<file path="config.mk">
export PLATFORM = sky130hd
export DESIGN_NAME = loop_adder
export DESIGN_NICKNAME = d
export VERILOG_FILES = /design/src/rtl/loop_add_pkg.sv /design/src/rtl/la_step.sv /design/src/rtl/la_count.sv /design/src/rtl/la_ctrl.sv /design/src/rtl/loop_adder.sv
export SDC_FILE = /design/constraint.sdc
export NUM_CORES = 1
export LEC_CHECK = 0
export BUFFER_PORTS_ARGS = -buffer_cell sky130_fd_sc_hd__buf_2
export CAP_MARGIN = 20
export CORE_ASPECT_RATIO = 1.25
export CORE_MARGIN = 1.5
export CORE_UTILIZATION = 58
export CTS_CLUSTER_SIZE = 14
export DETAILED_ROUTE_END_ITERATION = 16
export GPL_ROUTABILITY_DRIVEN = 0
export PLACE_DENSITY = 0.86
export SYNTH_ARGS = -nofsm -noshare
export SYNTH_HDL_FRONTEND = slang
export SYNTH_SLANG_ARGS = --single-unit
</file>
<file path="constraint.sdc">
create_clock -name clk -period 6.5 [get_ports clk]
set_clock_uncertainty 0.05 [all_clocks]
set_input_delay 0.65 -clock clk [delete_from_list [all_inputs] [get_ports clk]]
set_output_delay 0.65 -clock clk [all_outputs]
set_load 0.005 [all_outputs]
</file>
<file path="src/rtl/loop_add_pkg.sv">
package loop_add_pkg;
  typedef enum logic [0:0] {
    ST_IDLE = 1'b0,
    ST_RUN  = 1'b1
  } la_state_e;
endpackage

</file>
<file path="src/rtl/la_step.sv">
module la_step #(
  parameter int W = 32
) (
  input  logic         clk,
  input  logic         rst_n,
  input  logic         load,
  input  logic         adv,
  input  logic [W-1:0] op_a,
  input  logic [W-1:0] op_b,
  output logic [W-1:0] sum_q,
  output logic [W-1:0] car_q,
  output logic         car_zero
);
  function automatic logic [W-1:0] part_sum(input logic [W-1:0] u, input logic [W-1:0] v);
    return u ^ v;
  endfunction

  function automatic logic [W-1:0] part_carry(input logic [W-1:0] u, input logic [W-1:0] v);
    return (u & v) << 1;
  endfunction

  always_ff @(posedge clk or negedge rst_n) begin
    if (!rst_n) begin
      sum_q <= '0;
      car_q <= '0;
    end else if (load) begin
      sum_q <= op_a;
      car_q <= op_b;
    end else if (adv) begin
      sum_q <= part_sum(sum_q, car_q);
      car_q <= part_carry(sum_q, car_q);
    end
  end

  assign car_zero = (car_q == '0);

  logic [W-1:0] pair_total;
  assign pair_total = sum_q + car_q;

  p_total_kept_r2: assert property (@(posedge clk) disable iff (!rst_n)
    (adv && !load) |=> (pair_total == $past(pair_total)));

  p_carry_lsb_r3: assert property (@(posedge clk) disable iff (!rst_n)
    (adv && !load) |=> (car_q[0] == 1'b0));
endmodule

</file>
<file path="src/rtl/la_count.sv">
module la_count #(
  parameter int W  = 32,
  parameter int CW = $clog2(W + 1)
) (
  input  logic          clk,
  input  logic          rst_n,
  input  logic          clear,
  input  logic          inc,
  output logic [CW-1:0] count_q
);
  localparam logic [CW-1:0] CMAX = CW'(W);

  always_ff @(posedge clk or negedge rst_n) begin
    if (!rst_n)                       count_q <= '0;
    else if (clear)                   count_q <= '0;
    else if (inc && count_q != CMAX)  count_q <= count_q + 1'b1;
  end

  p_count_sat_r9: assert property (@(posedge clk) disable iff (!rst_n)
    count_q <= CMAX);
endmodule

</file>
<file path="src/rtl/la_ctrl.sv">
module la_ctrl
  import loop_add_pkg::*;
(
  input  logic clk,
  input  logic rst_n,
  input  logic start,
  input  logic car_zero,
  output logic busy,
  output logic load,
  output logic adv,
  output logic done
);
  la_state_e st_q, st_d;

  always_comb begin
    st_d = st_q;
    load = 1'b0;
    adv  = 1'b0;
    done = 1'b0;
    case (st_q)
      ST_IDLE: if (start) begin
        load = 1'b1;
        st_d = ST_RUN;
      end
      ST_RUN: if (car_zero) begin
        done = 1'b1;
        st_d = ST_IDLE;
      end else begin
        adv = 1'b1;
      end
      default: st_d = ST_IDLE;
    endcase
  end

  always_ff @(posedge clk or negedge rst_n) begin
    if (!rst_n) st_q <= ST_IDLE;
    else        st_q <= st_d;
  end

  assign busy = (st_q == ST_RUN);

  p_done_pulse_r6: assert property (@(posedge clk) disable iff (!rst_n)
    done |=> !done);

  p_busy_hold_r6: assert property (@(posedge clk) disable iff (!rst_n)
    (busy && !done) |=> busy);

  p_busy_start_r7: assert property (@(posedge clk) disable iff (!rst_n)
    (busy && start && !done) |=> busy);
endmodule

</file>
<file path="src/rtl/loop_adder.sv">
module loop_adder #(
  parameter int WIDTH = 32,
  localparam int CW   = $clog2(WIDTH + 1)
) (
  input  logic             clk,
  input  logic             rst_n,
  input  logic             start_i,
  input  logic [WIDTH-1:0] a_i,
  input  logic [WIDTH-1:0] b_i,
  output logic             busy_o,
  output logic             done_o,
  output logic [WIDTH-1:0] sum_o,
  output logic [CW-1:0]    iters_o
);
  logic load_w, adv_w, car_zero_w;
  logic [WIDTH-1:0] car_w;

  la_ctrl u_ctrl (
    .clk      (clk),
    .rst_n    (rst_n),
    .start    (start_i),
    .car_zero (car_zero_w),
    .busy     (busy_o),
    .load     (load_w),
    .adv      (adv_w),
    .done     (done_o)
  );

  la_step #(.W(WIDTH)) u_step (
    .clk      (clk),
    .rst_n    (rst_n),
    .load     (load_w),
    .adv      (adv_w),
    .op_a     (a_i),
    .op_b     (b_i),
    .sum_q    (sum_o),
    .car_q    (car_w),
    .car_zero (car_zero_w)
  );

  la_count #(.W(WIDTH), .CW(CW)) u_count (
    .clk     (clk),
    .rst_n   (rst_n),
    .clear   (load_w),
    .inc     (adv_w),
    .count_q (iters_o)
  );

  p_zero_carry_r4: assert property (@(posedge clk) disable iff (!rst_n)
    (load_w && b_i == '0) |=> (done_o && iters_o == '0));

  p_idle_after_done_r6: assert property (@(posedge clk) disable iff (!rst_n)
    done_o |=> !busy_o);
endmodule

</file>
Word level (Yosys, flattened, before mapping)

Cells that the tools add are included.
Widths: inputs -> output; s select.

Multiplexer cells: 13
Reduce and logical (&&, ||, !) cells: 4
Bitwise operators: 3
Add/subtract/negate cells: 1
Equality and inequality tests: 1

Operators with widths:

| kind                | count |
|---|---|
| $mux 32             | 4 |
| $logic_not 32->1    | 1 |
| $xor 32x32->32      | 1 |
| $and 31x31->31      | 1 |
| $mux 6              | 2 |
| $add 6x1->6 const B | 1 |
| $mux 1              | 6 |
| $ne 6x6->1 const B  | 1 |
| $reduce_bool 2->1   | 2 |
| $pmux 1 s2          | 1 |
| $logic_and 1x1->1   | 1 |
| $not 1->1           | 1 |

Input port bits: 67
Word-level logic and storage cells: 26
Bits in registers: 71

Depth between registers and ports, before layout

Depth after elaboration: 6
Gate-level depth with buffers: 7

Cells and area by module

From an unflattened synthesis, not the netlist that was laid out.

Cells, all modules: 363
Area, all modules: 3856.2 um^2

By module, submodules not included:

| module   | instances | cells an instance | seq. area each (um^2) | area an instance (um^2) |
|---|---|---|---|---|
| la_step  | 1         | 319               | 1601.5                | 3422.0 |
| la_count | 1         | 39                | 150.1                 | 380.4 |
| la_ctrl  | 1         | 5                 | 25.0                  | 53.8 |

Worst setup path before layout

Ideal clock, no wire load.

Path type: in2reg
Start point: in start_i
End point: reg u_step.car_q[1]
Setup slack: 4429 ps
Data arrival time: 1896 ps
Library setup time: 125 ps
Stages: 5
Required time: 6325 ps
Path through: nor2b_1 > buf_2 > buf_1 > mux2_2 > mux2_4

Longest elaborated chain between the ends: 3
Elaborated cells between the ends (all ways): 4
Classes of those cells: 3 x mux; 1 x reduce/logical

Ends and longest elaborated chain:

| what                                                | line            | source |
|---|---|---|
| from (decl)                                         | loop_adder.sv:7 | `input logic start_i,` |
| $mux 1 *                                            | la_ctrl.sv:21   | `ST_IDLE: if (start) begin` |
| $mux 1 *                                            | la_ctrl.sv:20   | `case (st_q)` |
| $mux 32 / $reduce_bool 2->1 (equally long branches) | n/a             |  |
| to (signal assigned)                                | la_step.sv:28   | `car_q <= op_b;` |
| to (signal assigned)                                | la_step.sv:31   | `car_q <= part_carry(sum_q, car_q);` |
| to (decl)                                           | la_step.sv:11   | `output logic [W-1:0] car_q,` |

Every way passes the cells marked *; elsewhere a longest branch is shown, timed or not.
A chain may end at the register's enable or synchronous reset.

Worst setup path after layout

Start point: reg u_step.car_q[28]
End point: out done_o

Longest elaborated chain between the ends: 3

Ends and longest elaborated chain:

| what             | line             | source |
|---|---|---|
| $logic_not 32->1 | la_step.sv:35    | `assign car_zero = (car_q == '0);` |
| $mux 1           | la_ctrl.sv:25    | `ST_RUN: if (car_zero) begin` |
| $mux 1           | la_ctrl.sv:20    |  |
| to (decl)        | loop_adder.sv:11 | `output logic done_o,` |

No other way between the ends.

==> run_summary.xml <==
<?xml version="1.0" encoding="UTF-8"?>
<metrics>
  <group name="timing">
    <metric name="setup_viol" unit="">0</metric>
    <metric name="grt_setup_unrepaired" unit="">false</metric>
    <metric name="maxSlewViolCount" unit="">0</metric>
    <metric name="max_slew_margin" unit="%">39.2</metric>
    <metric name="fin_crit_sh" unit="%">45.0</metric>
    <metric name="fin_crit" unit="ns">2.92</metric>
    <metric name="setup-tns-final" unit="ns">0</metric>
    <metric name="worst_pin_slew" unit="ns">0.912</metric>
    <metric name="timing.fmax" unit="MHz">342</metric>
    <metric name="hold_viol_final" unit="">0</metric>
    <metric name="timing.hold.ws" unit="ns">0.370</metric>
  </group>
  <group name="floorplan">
    <metric name="die_area" unit="um^2">7760</metric>
    <metric name="start_util" unit="%">60.2</metric>
    <metric name="placementRows" unit="">34</metric>
    <metric name="num_io_pins" unit="">107</metric>
    <metric name="die-height" unit="um">98.1</metric>
    <metric name="core_area" unit="um^2">6980</metric>
    <metric name="fp.dieW" unit="um">79.1</metric>
  </group>
  <group name="logic_synthesis">
    <metric name="synth_area" unit="um^2">4200</metric>
    <metric name="ys.warnings.count" unit="">0</metric>
    <metric name="synthArstFlopShare" unit="%">100</metric>
    <metric name="ys.flop_type" unit="">sky130_fd_sc_hd__dfrtp_1</metric>
    <metric name="synth_edf_count" unit="">0</metric>
    <metric name="yosysUniqueCellTypes" unit="">37</metric>
    <metric name="syn_avg_cell_area" unit="um^2">13.6</metric>
    <metric name="yosysSeqAreaShare" unit="%">42.3</metric>
    <metric name="post_synth_inst_count" unit="">308</metric>
    <metric name="synth.net_count" unit="">408</metric>
    <metric name="synth-seq-cells" unit="">71</metric>
  </group>
  <group name="finish">
    <metric name="mostFrequentLayoutCell" unit="">sky130_fd_sc_hd__buf_2</metric>
    <metric name="num_antenna_cells" unit="">0</metric>
    <metric name="syn_to_final_growth" unit="%">19.0</metric>
    <metric name="final_core_utilization" unit="%">71.6</metric>
    <metric name="final_layout_size_suffix_gt1_share" unit="%">55.4</metric>
    <metric name="most-common-layout-cells" unit="">sky130_fd_sc_hd__buf_2, sky130_fd_sc_hd__dfrtp_1, sky130_fd_sc_hd__mux2_2</metric>
    <metric name="final_cell_count_no_fill" unit="">507</metric>
    <metric name="finalNetCount" unit="">512</metric>
  </group>
  <group name="placement">
    <metric name="buffer_ports.inserted" unit="">106</metric>
    <metric name="detailed_place_hpwl" unit="mm">6.47</metric>
    <metric name="dpl.cell_count" unit="">491</metric>
  </group>
  <group name="pwr">
    <metric name="vdd.ir_drop.worst" unit="mV">0.352</metric>
    <metric name="total_power_after_layout" unit="mW">2.80</metric>
    <metric name="power-per-cell-area" unit="nW/um^2">560</metric>
    <metric name="power.leakage" unit="nW">2.61</metric>
  </group>
  <group name="clocking">
    <metric name="post-cts-setup-buffer-count" unit="">0</metric>
    <metric name="root_buffer_selected_by_cts" unit="">sky130_fd_sc_hd__clkbuf_8</metric>
    <metric name="cts.path.max_buffers" unit="">2</metric>
    <metric name="clock_insertion_delay_worst_skew" unit="ns">0.35</metric>
    <metric name="clock_sinks" unit="">71</metric>
    <metric name="number_of_buffers_inserted_during_clock_tree_synthesis" unit="">9</metric>
    <metric name="htreeDepth" unit="">3</metric>
    <metric name="post_cts_hold_buffer_count" unit="">0</metric>
    <metric name="clock_tree_from_tritoncts" unit="">yes</metric>
    <metric name="clkTransAtPathRegs" unit="ns">0.08</metric>
    <metric name="cts_resizes" unit="">0</metric>
  </group>
  <group name="setup_path">
    <metric name="criticalPathCategory" unit="">register to output pin</metric>
    <metric name="crit_path_frequent_cell" unit="">sky130_fd_sc_hd__nor4_1</metric>
    <metric name="worst-endpoint-required" unit="ns">5.80</metric>
    <metric name="cp_num_buf_inv" unit="">1</metric>
    <metric name="timing.critical_path.cells" unit="">nor4_1 &gt; nand4_1 &gt; nor4_1 &gt; buf_2</metric>
    <metric name="max_incr_delay_on_cp" unit="ns">0.45</metric>
    <metric name="worst_setup_path_start_kind" unit="">register</metric>
    <metric name="cpLargestDelayFamily" unit="">simple AND/OR/NAND/NOR gates</metric>
    <metric name="cpMaxStageDelayCell" unit="">sky130_fd_sc_hd__nor4_1</metric>
    <metric name="path_max_fanout" unit="">7</metric>
    <metric name="end_kind" unit="">output pin</metric>
    <metric name="cp.arrival" unit="ns">2.22</metric>
  </group>
  <group name="routing">
    <metric name="vias_per_cell" unit="">5.59</metric>
    <metric name="drc" unit="">0</metric>
    <metric name="dr_total_vias" unit="">2836</metric>
    <metric name="drt_pass1_iterations" unit="">4</metric>
    <metric name="postRouteWirelength" unit="mm">8.86</metric>
    <metric name="count_of_nets_left_with_antenna_violations_after_detail_routing" unit="">0</metric>
    <metric name="detail_route.wl_per_cell" unit="um">17.5</metric>
    <metric name="drtIter0Drc" unit="">172</metric>
  </group>
  <group name="global_route">
    <metric name="vias_in_the_first_global_route" unit="">2988</metric>
    <metric name="grt-ovfl-total" unit="">0</metric>
    <metric name="grt_pass1_wl" unit="mm">14.7</metric>
    <metric name="grt.total_usage" unit="%">24.5</metric>
    <metric name="number_of_antenna_violations_at_the_first_check_in_global_routing" unit="">0</metric>
    <metric name="grt_max_degree" unit="">72</metric>
  </group>
  <group name="run_status">
    <metric name="run_status" unit="">finished clean</metric>
  </group>
  <group name="run">
    <metric name="max_cap_violations" unit="">0</metric>
  </group>
  <group name="worst_hold_path">
    <metric name="worst_hold_path_type" unit="">input port to async pin</metric>
  </group>
</metrics>
-- cell families (layout without fill, tap and decap cells) --
kind of cell | after synthesis | in the layout | synth area share (%)
fa+ha+maj | 33 | 33 | 9.83
flops | 71 | 71 | 42.3
xor+xnor | 3 | 3 | 0.626
mux | 113 | 113 | 34.2
simple gates | 43 | 43 | 5.30
compound gates | 24 | 24 | 4.80
buf+inv | 21 | 130 | 2.95
-- sequential cells by signal, indices dropped and copies added, names as in the netlist --
signal           count
u_count.count_q      6
u_step.car_q        32
u_ctrl.busy          1
u_step.sum_q        32
-- area by class of cell --
class	instances	area (um^2)
tap	90	113
timing repair buffer	109	556
fill	498	1980
clock inverter	5	81.3
inverter	5	21.3
sequential	71	1780
multi-input combinational	216	2310
clock buffer	11	141
-- cells in the mapped netlist (all sizes together), types with 3 or more instances --
cell | count | area, um^2
buf | 13 | 91.3
nand2 | 7 | 26.3
nor4 | 7 | 43.8
nand3 | 4 | 20.0
mux2i | 11 | 110
nor2 | 13 | 48.8
mux2 | 102 | 1330
ha | 33 | 413
clkbuf | 3 | 11.3
a211oi | 10 | 75.1
dfrtp | 71 | 1780
inv | 5 | 21.3
-- per-layer routing --
layer	part of all wire (%)	track usage, %	wire length, um
met5	0	0	0
met4	1.8	9.72	156
met3	4.2	2.90	373
met2	50	41.8	4390
met1	44	31.3	3940
-- worst register-to-register path, stage by stage (launching register included) --
cell,delay [ns]
sky130_fd_sc_hd__dfrtp_1,0.41
sky130_fd_sc_hd__nor4_1,0.45
sky130_fd_sc_hd__nand4_1,0.39
sky130_fd_sc_hd__o31ai_4,0.49
sky130_fd_sc_hd__inv_4,0.40
sky130_fd_sc_hd__mux2_4,0.45
-- report_power, final --
group,leakage [nW],total [mW],internal [mW],switching (mW)
clock network,0.110,0.398,0.227,0.171
logic,1.60,1.55,0.921,0.627
registers,0.898,0.851,0.656,0.195
-- per-stage QoR --
stage / instance area (um^2) / setup WS, ns
floorplan: 4200 / 4.43
global placement: 4760 / 3.83
detailed placement: 4770 / 3.81
CTS: 4990 / 3.56
global route: 4990 / 3.47
finish: 4990 / 3.58
-- path summary, 6_finish.rpt --
path                       slack [ns]             start                to  cells after the start
max                              3.58  u_step.car_q[28]            done_o                      4
min                              0.37             rst_n   u_step.car_q[7]                      1
max reg2reg                      3.75  u_step.car_q[28]  u_step.car_q[13]                      5
min reg2reg                      0.50  u_step.sum_q[23]  u_step.sum_q[23]                      1
max in group asynchronous        5.44             rst_n  u_step.sum_q[31]                      1
min in group clk                 0.49            b_i[0]   u_step.car_q[0]                      2
(Power assumes the default switching activity.)
